File: src/rtl/irq_evt_pkg.sv
package irq_evt_pkg;
  localparam int unsigned NUM_EVT = 8;

  localparam int unsigned EV_ANY_CHG  = 0;
  localparam int unsigned EV_USE_LOST = 1;
  localparam int unsigned EV_USE_GAIN = 2;
  localparam int unsigned EV_ACT_LOST = 3;
  localparam int unsigned EV_ACT_GAIN = 4;
  localparam int unsigned EV_MODE_CHG = 5;
  localparam int unsigned EV_SEL_CHG  = 6;
  localparam int unsigned EV_LOCK_LOS = 7;

  typedef logic [NUM_EVT-1:0] evt_vec_t;
endpackage

File: src/rtl/irq_edge_detect.sv
module irq_edge_detect
  import irq_evt_pkg::*;
#(
  parameter int unsigned NUM_REFS = 8,
  parameter int unsigned SEL_W    = 3,
  parameter int unsigned MODE_W   = 2
) (
  input  logic                clk,
  input  logic                rst_n,
  input  logic                lock_ok,
  input  logic [SEL_W-1:0]    act_ref_sel,
  input  logic [MODE_W-1:0]   pll_mode,
  input  logic [NUM_REFS-1:0] ref_active,
  input  logic [NUM_REFS-1:0] ref_usable,
  output evt_vec_t            evt_pulse
);
  logic                prev_lock_q;
  logic [SEL_W-1:0]    prev_sel_q;
  logic [MODE_W-1:0]   prev_mode_q;
  logic [NUM_REFS-1:0] prev_act_q;
  logic [NUM_REFS-1:0] prev_use_q;
  logic                primed_q;

  evt_vec_t raw_evt;

  always_comb begin
    raw_evt = '0;
    raw_evt[EV_LOCK_LOS] = prev_lock_q & ~lock_ok;
    raw_evt[EV_SEL_CHG]  = (act_ref_sel != prev_sel_q);
    raw_evt[EV_MODE_CHG] = (pll_mode != prev_mode_q);
    raw_evt[EV_ACT_GAIN] = |(ref_active & ~prev_act_q);
    raw_evt[EV_ACT_LOST] = |(~ref_active & prev_act_q);
    raw_evt[EV_USE_GAIN] = |(ref_usable & ~prev_use_q);
    raw_evt[EV_USE_LOST] = |(~ref_usable & prev_use_q);
    raw_evt[EV_ANY_CHG]  = |((ref_active ^ prev_act_q) | (ref_usable ^ prev_use_q));
    evt_pulse = primed_q ? raw_evt : '0;
  end

  always_ff @(posedge clk or negedge rst_n) begin
    if (!rst_n) begin
      prev_lock_q <= 1'b0;
      prev_sel_q  <= '0;
      prev_mode_q <= '0;
      prev_act_q  <= '0;
      prev_use_q  <= '0;
      primed_q    <= 1'b0;
    end else begin
      prev_lock_q <= lock_ok;
      prev_sel_q  <= act_ref_sel;
      prev_mode_q <= pll_mode;
      prev_act_q  <= ref_active;
      prev_use_q  <= ref_usable;
      primed_q    <= 1'b1;
    end
  end
endmodule

File: src/rtl/irq_event_latch.sv
module irq_event_latch
  import irq_evt_pkg::*;
(
  input  logic     clk,
  input  logic     rst_n,
  input  evt_vec_t evt_pulse,
  input  logic     evt_clr,
  input  logic     ena_we,
  input  evt_vec_t ena_wdata,
  output evt_vec_t evt_q,
  output evt_vec_t ena_q,
  output logic     irq_n
);
  evt_vec_t evt_d;
  evt_vec_t ena_d;

  always_comb begin
    evt_d = (evt_clr ? '0 : evt_q) | evt_pulse;
    ena_d = ena_we ? ena_wdata : ena_q;
  end

  always_ff @(posedge clk or negedge rst_n) begin
    if (!rst_n) begin
      evt_q <= '0;
      ena_q <= '0;
    end else begin
      evt_q <= evt_d;
      ena_q <= ena_d;
    end
  end

  assign irq_n = ~|(evt_q & ena_q);
endmodule

File: src/rtl/irq_reg_decode.sv
module irq_reg_decode
  import irq_evt_pkg::*;
#(
  parameter int unsigned ADDR_W   = 8,
  parameter logic [ADDR_W-1:0] EVT_ADDR = 8'h12,
  parameter logic [ADDR_W-1:0] ENA_ADDR = 8'h13
) (
  input  logic [ADDR_W-1:0] bus_addr,
  input  logic              bus_rd,
  input  logic              bus_wr,
  input  logic [7:0]        bus_wdata,
  input  evt_vec_t          evt_q,
  input  evt_vec_t          ena_q,
  output logic              evt_clr,
  output logic              ena_we,
  output evt_vec_t          ena_wdata,
  output logic [7:0]        bus_rdata
);
  logic hit_evt;
  logic hit_ena;

  always_comb begin
    hit_evt   = (bus_addr == EVT_ADDR);
    hit_ena   = (bus_addr == ENA_ADDR);
    evt_clr   = bus_rd & hit_evt;
    ena_we    = bus_wr & hit_ena;
    ena_wdata = bus_wdata;
    if (hit_evt)      bus_rdata = evt_q;
    else if (hit_ena) bus_rdata = ena_q;
    else              bus_rdata = '0;
  end
endmodule

File: src/rtl/irq_event_ctrl.sv
module irq_event_ctrl
  import irq_evt_pkg::*;
#(
  parameter int unsigned NUM_REFS = 8,
  parameter int unsigned SEL_W    = 3,
  parameter int unsigned MODE_W   = 2,
  parameter int unsigned ADDR_W   = 8,
  parameter logic [ADDR_W-1:0] EVT_ADDR = 8'h12,
  parameter logic [ADDR_W-1:0] ENA_ADDR = 8'h13,
  parameter int unsigned SYNC_STAGES = 2
) (
  input  logic                clk,
  input  logic                rst_n,
  input  logic                lock_ok,
  input  logic [SEL_W-1:0]    act_ref_sel,
  input  logic [MODE_W-1:0]   pll_mode,
  input  logic [NUM_REFS-1:0] ref_active,
  input  logic [NUM_REFS-1:0] ref_usable,
  input  logic [ADDR_W-1:0]   bus_addr,
  input  logic                bus_rd,
  input  logic                bus_wr,
  input  logic [7:0]          bus_wdata,
  output logic [7:0]          bus_rdata,
  output logic                irq_n
);
  logic [SYNC_STAGES-1:0] rst_sync_q;
  logic                   rst_int_n;

  always_ff @(posedge clk or negedge rst_n) begin
    if (!rst_n) rst_sync_q <= '0;
    else        rst_sync_q <= {rst_sync_q[SYNC_STAGES-2:0], 1'b1};
  end
  assign rst_int_n = rst_sync_q[SYNC_STAGES-1];

  evt_vec_t evt_pulse;
  evt_vec_t evt_q;
  evt_vec_t ena_q;
  evt_vec_t ena_wdata;
  logic     evt_clr;
  logic     ena_we;

  irq_edge_detect #(
    .NUM_REFS(NUM_REFS), .SEL_W(SEL_W), .MODE_W(MODE_W)
  ) det_i (
    .clk(clk), .rst_n(rst_int_n), .lock_ok(lock_ok), .act_ref_sel(act_ref_sel),
    .pll_mode(pll_mode), .ref_active(ref_active), .ref_usable(ref_usable),
    .evt_pulse(evt_pulse)
  );

  irq_event_latch lat_i (
    .clk(clk), .rst_n(rst_int_n), .evt_pulse(evt_pulse), .evt_clr(evt_clr),
    .ena_we(ena_we), .ena_wdata(ena_wdata), .evt_q(evt_q), .ena_q(ena_q),
    .irq_n(irq_n)
  );

  irq_reg_decode #(
    .ADDR_W(ADDR_W), .EVT_ADDR(EVT_ADDR), .ENA_ADDR(ENA_ADDR)
  ) dec_i (
    .bus_addr(bus_addr), .bus_rd(bus_rd), .bus_wr(bus_wr), .bus_wdata(bus_wdata),
    .evt_q(evt_q), .ena_q(ena_q), .evt_clr(evt_clr), .ena_we(ena_we),
    .ena_wdata(ena_wdata), .bus_rdata(bus_rdata)
  );
endmodule

File: config.mk
export PLATFORM = sky130hd
export DESIGN_NAME = irq_event_ctrl
export DESIGN_NICKNAME = d
export VERILOG_FILES = /design/src/rtl/irq_evt_pkg.sv /design/src/rtl/irq_edge_detect.sv /design/src/rtl/irq_event_latch.sv /design/src/rtl/irq_reg_decode.sv /design/src/rtl/irq_event_ctrl.sv
export SDC_FILE = /design/constraint.sdc
export NUM_CORES = 1
export LEC_CHECK = 0
export ABC_CLOCK_PERIOD_IN_PS = 4400
export BUFFER_PORTS_ARGS = -buffer_cell sky130_fd_sc_hd__clkbuf_2
export CORE_UTILIZATION = 57
export CTS_CLUSTER_DIAMETER = 200
export DETAILED_ROUTE_END_ITERATION = 7
export GPL_TIMING_DRIVEN = 1
export PLACE_DENSITY = 0.94
export SYNTH_ARGS = -nofsm -noshare
export SYNTH_HDL_FRONTEND = slang
export SYNTH_SLANG_ARGS = --single-unit
File: constraint.sdc
create_clock -name clk -period 4.4 [get_ports clk]
set_clock_uncertainty 0.2 [all_clocks]
set_input_delay 0.88 -clock clk [delete_from_list [all_inputs] [get_ports clk]]
set_output_delay 0.88 -clock clk [all_outputs]
set_load 0.05 [all_outputs]
==> results of run 1 <==
-- critical path: stages --
cell and delay [ps]:
sky130_fd_sc_hd__clkbuf_2 100, sky130_fd_sc_hd__nor4b_4 430, sky130_fd_sc_hd__and3_2 350, sky130_fd_sc_hd__a22o_1 170
sky130_fd_sc_hd__clkbuf_2 270
-- area by class of cell --
type / instances / area (sq um) / share of cell area
Inverter: 33 / 124 / 0.0508
Clock inverter: 2 / 10.0 / 0.00410
Multi-Input combinational cell: 94 / 922 / 0.378
Tap cell: 46 / 57.6 / 0.0236
Timing Repair Buffer: 51 / 258 / 0.106
Sequential cell: 41 / 1030 / 0.421
Clock buffer: 6 / 41.3 / 0.0169
-- sequential cells by signal, indices dropped and copies added, names as in the netlist --
register / count
lat_i.ena_q: 8
det_i.prev_lock_q: 1
rst_sync_q: 2
det_i.prev_mode_q: 2
lat_i.evt_q: 8
det_i.prev_sel_q: 3
det_i.prev_act_q: 8
det_i.primed_q: 1
det_i.prev_use_q: 8
-- synth_stat cells, drive strengths merged --
master / number
ha: 32
and3b: 1
nand3: 2
a32o: 1
mux2: 8
nand2: 5
buf: 3
and3: 1
or4: 1
and4: 1
xnor2: 5
a22oi: 4
a22o: 15
nor4: 8
dfrtp: 41
conb: 1
nor4b: 2
nand4: 5
nor3b: 1
inv: 33
-- routing by layer --
metal	vias to the layer above	track usage	share of wire
li1	695	-	-
met1	666	0.240	0.42
met2	42	0.361	0.50
met3	11	0.0639	0.049
met4	0	0.122	0.029
met5	-	0	0
-- where the power goes --
part	switching (mW)	total [mW]	leakage, nW	internal (mW)
sequential	0.00954	0.402	0.472	0.392
combinational	0.0530	0.0939	0.803	0.0410
clock	0.116	0.177	0.0320	0.0609
-- cell families after synthesis --
kind of cell,after synthesis,synth area share
xor gates and xnor gates,5,0.0210
other,1,0.00180
muxes,8,0.0432
buffers and inverters,36,0.0672
adders and majority gates,32,0.192
and+or+nand+nor,27,0.100
DFF,41,0.492
AOI/OAI and AO/OA,20,0.0822
-- worst max path at each step --
stage                      startpoint            to  slack (ps)  cells after the start
after floorplan           bus_addr[3]  bus_rdata[0]        1250                      4
after global placement    bus_addr[3]  bus_rdata[5]        1200                      5
after detailed placement  bus_addr[3]  bus_rdata[0]        1120                      5
after CTS                 bus_addr[3]  bus_rdata[0]        1120                      5
after global routing      bus_addr[3]  bus_rdata[0]        1070                      5
final                     bus_addr[3]  bus_rdata[0]        1120                      5
==> results.md, run 1 <==
- The flow ran to the end, and the final reports show no timing, DRC or antenna violations.
- The number of H-tree branching levels is 2.
- The peak supply drop is 0.160 mV.
- The final number of setup-violating endpoints is 0.
- The worst register-to-register path begins at det_i.prev_use_q[6].
- The detailed-router iteration count before antenna repair is 4.
- Across all hold checks on the routed design, the worst slack comes to 91.2 ps.
- The overflow left after global routing is 0.
- The clock latency reported for the late side of the worst-skew pair is 350 ps.
- The area overhead of the layout relative to synthesis is 17.0%.
- The x dimension of the die is 62.5 microns.
- The setup path with the least slack is of type input port to output port.
- After detailed placement, the total cell area comes to 2390 sq um.
- The number of setup buffers added after CTS is 0.
- The overall die area is 3900 sq um.
- For this run, the share of the core covered by cells in the final layout is 0.714.
- Clock tree synthesis found a total of 41 sinks.
- The area of the core region is 3420 sq um.
- Using the TritonRoute via totals, the vias-per-cell ratio works out to 5.18.
- Once layout is complete, the cells apart from fillers number 273.
- The total number of placement rows is 21.
- For this run, the number of Yosys warnings is 0.
- Buffers inserted to repair hold after CTS numbered 0.
- The part of the cycle the worst path needs is 0.746.
- The largest area contributor in the netlist is sky130_fd_sc_hd__dfrtp_1.
- The tool flagged a number of max-cap violations equal to 0.
- In this run the power density over the cells is 276 nW/um^2.
- The ratio of cells with drive above 1 in the final layout is 0.317.
- Overall power consumption after layout is estimated at 0.673 mW.
- The nature of the critical path endpoint is an output port.
- After legalization and detailed placement, the total HPWL measured 2950 microns.
- The hold violation total from the final report is 0.
- The most common library cell in the layout ignoring fill and taps is sky130_fd_sc_hd__clkbuf_2.
- At the worst endpoint, the arrival time is 2200 ps.
- The CTS tree is built.
- The residual DRC count is 0.
- In this run the critical register-to-register path is captured at lat_i.evt_q[0].
- For this run, the register share of the synthesized area comes to 0.492.
- By area the synthesized netlist is led by sky130_fd_sc_hd__dfrtp_1 49%, sky130_fd_sc_hd__ha_1 19%, sky130_fd_sc_hd__a22o_1 6.3%.
- The number of cells in the design after placement is 265.
- The endpoint required time on the critical path is 3320 ps.
- The clock passes through at most 2 buffers.
- The DRC violation total after the first TritonRoute iteration is 18.
- The type of element launching the critical path is an input port.
- The mapped netlist covers 2080 sq um.
- The number of vias after detailed routing is 1,414.
- For this run, the total global-route usage over all layers was measured as 0.214.
- The clock root buffer master is sky130_fd_sc_hd__clkbuf_4.
- The number of antenna violations at the first check in global routing was 0.
- In this run the tool buffered the top-level ports with 50 buffer cells.
- In this run the count of I/O pins placed on the die edge is 51.
- Clock-pin slew was measured on the worst setup and hold paths at 110 ps.
- The count of different cell masters after synthesis is 25.
- Clock tree synthesis inserted a total of 5 buffers.
- In this run the vertical extent of the chip is 62.5 microns.
- In the final design database the tool counted 300 nets.
- The gate count of the mapped netlist is 170.
- Entering global routing, the biggest net connects 40 pins.
- Leaving out fill and tap cells, the most frequent cells in the layout are 50 x sky130_fd_sc_hd__clkbuf_2, 41 x sky130_fd_sc_hd__dfrtp_1, 33 x sky130_fd_sc_hd__inv_1, 32 x sky130_fd_sc_hd__ha_1, 15 x sky130_fd_sc_hd__a22o_1.
- Counting cells, the worst reg-to-reg path comes to 4.
- In this run the static leakage power is 1.31 nW.
- Setup repair after global routing left no endpoint under its margin.
- The effective utilization at floorplan is 0.610.
- The time the final worst path needs with I/O delays and setup is 3280 ps.
- Counting flops and latches in the post-synthesis netlist gives 41.
- The number of resized instances in the post-cts repair step is 0.
- The minimum setup slack in the final design is 1120 ps.
- The fraction of post-synthesis cell area in the top cell type by area is 0.492.
- The wire length reported by the detailed router is 3650 microns.
- The number of global-route vias before repair is 1,423.
- Based on the critical path, the design can be clocked at up to 305 MHz.
- The setup total negative slack is 0 ps.
- The number of pins exceeding their max-slew limit in the final report was 0.
- The count of nets left with antenna violations after detail routing is 0.
- After filler insertion, the fill cell instance count of the layout stands at 257.
- With fillers left out, the area of the finished cells amounts to 2440 sq um.
- Prior to clock tree synthesis, the placed netlist has a worst setup slack of 1120 ps.
- In the final routed layout, each cell accounts on average for 13.4 microns.
- The tightest min-delay check is of the flop to async pin type.
- The repair_antennas step left the layout with diodes totalling 0.
- The average footprint of a synthesized cell is 12.3 sq um.
- Along the worst path, the maximum fanout reaches 8.
- The global-route wire length before repair is 6230 microns.
- The final RePlAce weighted congestion is 0.798.
- The register-to-register setup slack is 2600 ps.
Power figures use the tool's default switching activity.
==> run 2, diff against run 1 <==
--- a/config.mk
+++ b/config.mk
@@ -5,13 +5,13 @@
 export SDC_FILE = /design/constraint.sdc
 export NUM_CORES = 1
 export LEC_CHECK = 0
-export ABC_CLOCK_PERIOD_IN_PS = 4400
+export ABC_CLOCK_PERIOD_IN_PS = 3250
 export BUFFER_PORTS_ARGS = -buffer_cell sky130_fd_sc_hd__clkbuf_2
-export CORE_UTILIZATION = 57
+export CORE_UTILIZATION = 53
 export CTS_CLUSTER_DIAMETER = 200
 export DETAILED_ROUTE_END_ITERATION = 7
 export GPL_TIMING_DRIVEN = 1
-export PLACE_DENSITY = 0.94
+export PLACE_DENSITY = 0.89
 export SYNTH_ARGS = -nofsm -noshare
 export SYNTH_HDL_FRONTEND = slang
 export SYNTH_SLANG_ARGS = --single-unit
==> constraint.sdc (replaced) <==
create_clock -name clk -period 3.25 [get_ports clk]
set_clock_uncertainty 0.2 [all_clocks]
set_input_delay 0.65 -clock clk [delete_from_list [all_inputs] [get_ports clk]]
set_output_delay 0.65 -clock clk [all_outputs]
set_load 0.05 [all_outputs]
==> run 2 against run 1 <==
Against the previous run: total power up 74%; sequential cell count unchanged; register-to-register slack got worse by 1200 ps; worst hold slack got worse by 0.68 ps; via count rose by 1.3%; non-clock buffer count grew 2; critical path depth is the same; setup slack lost 720 ps; first-iteration DRC count is 140% higher; largest power group unchanged.
==> results.md, run 2 (synthesized netlist as in run 1, its figures left out) <==
- The global-route met3 utilization was 0.0475 (-0.0163).
- CTS placed an instance of sky130_fd_sc_hd__clkbuf_8 at the clock tree root.
- The global-route usage over all layers is 0.224 (+0.00954).
- The number of global-route vias before repair is 1,467 (+3.1%).
- The highest fanout seen on the critical path is 8 (unchanged).
- The detail-routed net length per standard cell is 14.6 microns (+9.4%).
- The setup total negative slack came to 0 ps (unchanged).
- The filler-free cell count of the finished design is 277 (+1.5%).
- The clock-pin slew on the worst setup and hold paths is 80 ps (-30 ps).
- Setup repair after global routing left no endpoint under its margin.
- The library cell used most frequently in the layout, excluding fill and tap cells, is sky130_fd_sc_hd__clkbuf_2.
- The final number of setup-violating endpoints was 0 (unchanged).
- The count of nets left with antenna violations after detail routing is 0 (unchanged).
- The overflow left after global routing was 0 (unchanged).
- The number of buffers added by the clock tree synthesis step came to 5 (unchanged).
- The cell area after placement is 2390 sq um (+0.10%).
- The residual DRC count was 0 (unchanged).
- The number of nets at the end of the flow is 302 (+0.67%).
- The static leakage is 1.35 nW (+3.5%).
- The detailed-router iteration count before antenna repair came to 4 (unchanged).
- The area taken by flip-flops and latches is 1030 sq um (unchanged).
- The area of the core region is 3720 sq um (+8.8%).
- The number of antenna violations at the first check in global routing came to 0 (unchanged).
- The smallest hold slack is 90.5 ps (-0.681 ps).
- The area of all placed cells without fillers is 2550 sq um (+4.5%).
- The wire length reported by the detailed router was 4050 microns (+11%).
- The x dimension of the die was 64.7 microns (+3.6%).
- The setup path with the least slack is of type input port to output port.
- The peak supply drop was 0.274 mV (+72%).
- The power density over the cells is 459 nW/um^2 (+66%).
- The nature of the critical path endpoint is an output port.
- The signal arrival time at the worst endpoint was 2000 ps (-200 ps).
- The number of H-tree branching levels is 2 (unchanged).
- TritonCTS built the clock tree.
- The met2 usage is 0.366 (+0.00447).
- The number of pins exceeding their max-slew limit in the final report is 0 (unchanged).
- The maximum number of buffers from clock root to sink was 2 (unchanged).
- The overall die area is 4190 sq um (+7.3%).
- The fill cell total of the finished layout was 269 (+4.7%).
- The quantity of I/O buffers inserted on ports is 50 (unchanged).
- The area overhead of the layout relative to synthesis is 22.2%.
- The global-route wire length before repair was 6760 microns (+8.5%).
- The number of vias after detailed routing is 1,433 (+1.3%).
- The die span in y is 64.7 microns (+3.6%).
- The DRC violation total after the first TritonRoute iteration is 44 (+26).
- The number of sinks handled by clock tree synthesis is 41 (unchanged).
- The total number of placement rows was 22 (+4.8%).
- The number of cells in the design after placement is 267 (+0.75%).
- The clock latency reported for the late side of the worst-skew pair came to 300 ps (-50 ps).
- The minimum setup slack in the final design was 396 ps (-721 ps).
- The number of antenna cells inserted is 0 (unchanged).
- The clock period could shrink to 2850 ps.
- The final RePlAce weighted congestion is 0.779 (-2.5%).
- The number of resized instances in the post-cts repair step was 0 (unchanged).
- The sum of net half-perimeters after detailed placement is 3100 microns (+5.0%).
- The type of element launching the critical path is an input port.
- The worst min-delay path class is flop to async pin.
- The layer flagged by global routing as most heavily used is met2.
- The pre-CTS setup slack is 404 ps (-713 ps).
- The endpoint required time on the critical path was 2400 ps (-920 ps).
- The number of placed I/O pins was 51 (unchanged).
- The peak clock frequency supported by timing is 350 MHz.
- The effective utilization at floorplan was 0.561 (-0.0493).
- The run finished with clean final reports.
- Of the available clock period, the critical path in the final layout requires 0.878.
- The number of setup buffers added after CTS was 0 (unchanged).
- The area of the multi-input gates was 922 sq um (unchanged).
- The hold violation total from the final report came to 0 (unchanged).
- The via-per-instance ratio is 5.17 (-0.12%).
- The total power draw is 1.17 mW (+74%).
- The ratio of cells with drive above 1 in the final layout was 0.319 (+0.00160).
- The utilization of the core after routing came to 0.686 (-0.0284).
- The library cells used most frequently in the layout, excluding fill and tap cells, are 50 x sky130_fd_sc_hd__clkbuf_2, 41 x sky130_fd_sc_hd__dfrtp_1, 33 x sky130_fd_sc_hd__inv_1, 32 x sky130_fd_sc_hd__ha_1, 15 x sky130_fd_sc_hd__a22o_1.
- The number of max-cap violations is 0 (unchanged).
- The largest net degree at the start of global routing is 35 (-13%).
- The global-route met1 utilization came to 0.260 (+0.0205).
==> run 2: routing by layer <==
metal,vias up,wire length (microns)
met5,-,0
met4,0,162
met3,15,150
met2,40,2020
met1,683,1720
li1,695,-
==> run 2: cell type report <==
| class | count | share of cell area |
|---|---|---|
| clock buffers | 5 | 0.0270 |
| flip-flops and latches | 41 | 0.403 |
| clock inverters | 3 | 0.0270 |
| well taps | 48 | 0.0236 |
| repair buffers | 53 | 0.109 |
| multi-input cells | 94 | 0.362 |
| inverters | 33 | 0.0486 |
==> run 2: worst max-delay path: stages <==
cell and delay (ps):
sky130_fd_sc_hd__clkbuf_2 100, sky130_fd_sc_hd__nor4b_4 410, sky130_fd_sc_hd__and3b_2 370, sky130_fd_sc_hd__a22o_1 190, sky130_fd_sc_hd__clkbuf_2 280
==> run 2: what timing repair did <==
action / 4_1_cts / 5_1_grt
setup endpoints to repair: 0 / 0
hold endpoints to repair: 7 / 0
hold buffers: 2 / 0
==> run 2: final timing paths <==
check	from	endpoint	slack [ps]	cells after the start
setup reg to reg	det_i.prev_use_q[6]	lat_i.evt_q[0]	1430	4
hold / removal	rst_sync_q[1]	lat_i.evt_q[2]	90	1
hold reg to reg	rst_sync_q[1]	lat_i.evt_q[2]	90	1
setup / recovery	bus_addr[3]	bus_rdata[5]	400	5
min in group clk	rst_sync_q[0]	rst_sync_q[1]	160	0
max in group asynchronous	rst_sync_q[1]	det_i.prev_sel_q[0]	2230	1
==> run 2: power breakdown <==
group	internal [mW]	leakage (nW)	switching, mW
Clock	0.309	0.0687	0.185
Combinational	0.0571	0.811	0.0742
Sequential	0.531	0.472	0.0142
Total	0.897	1.35	0.273
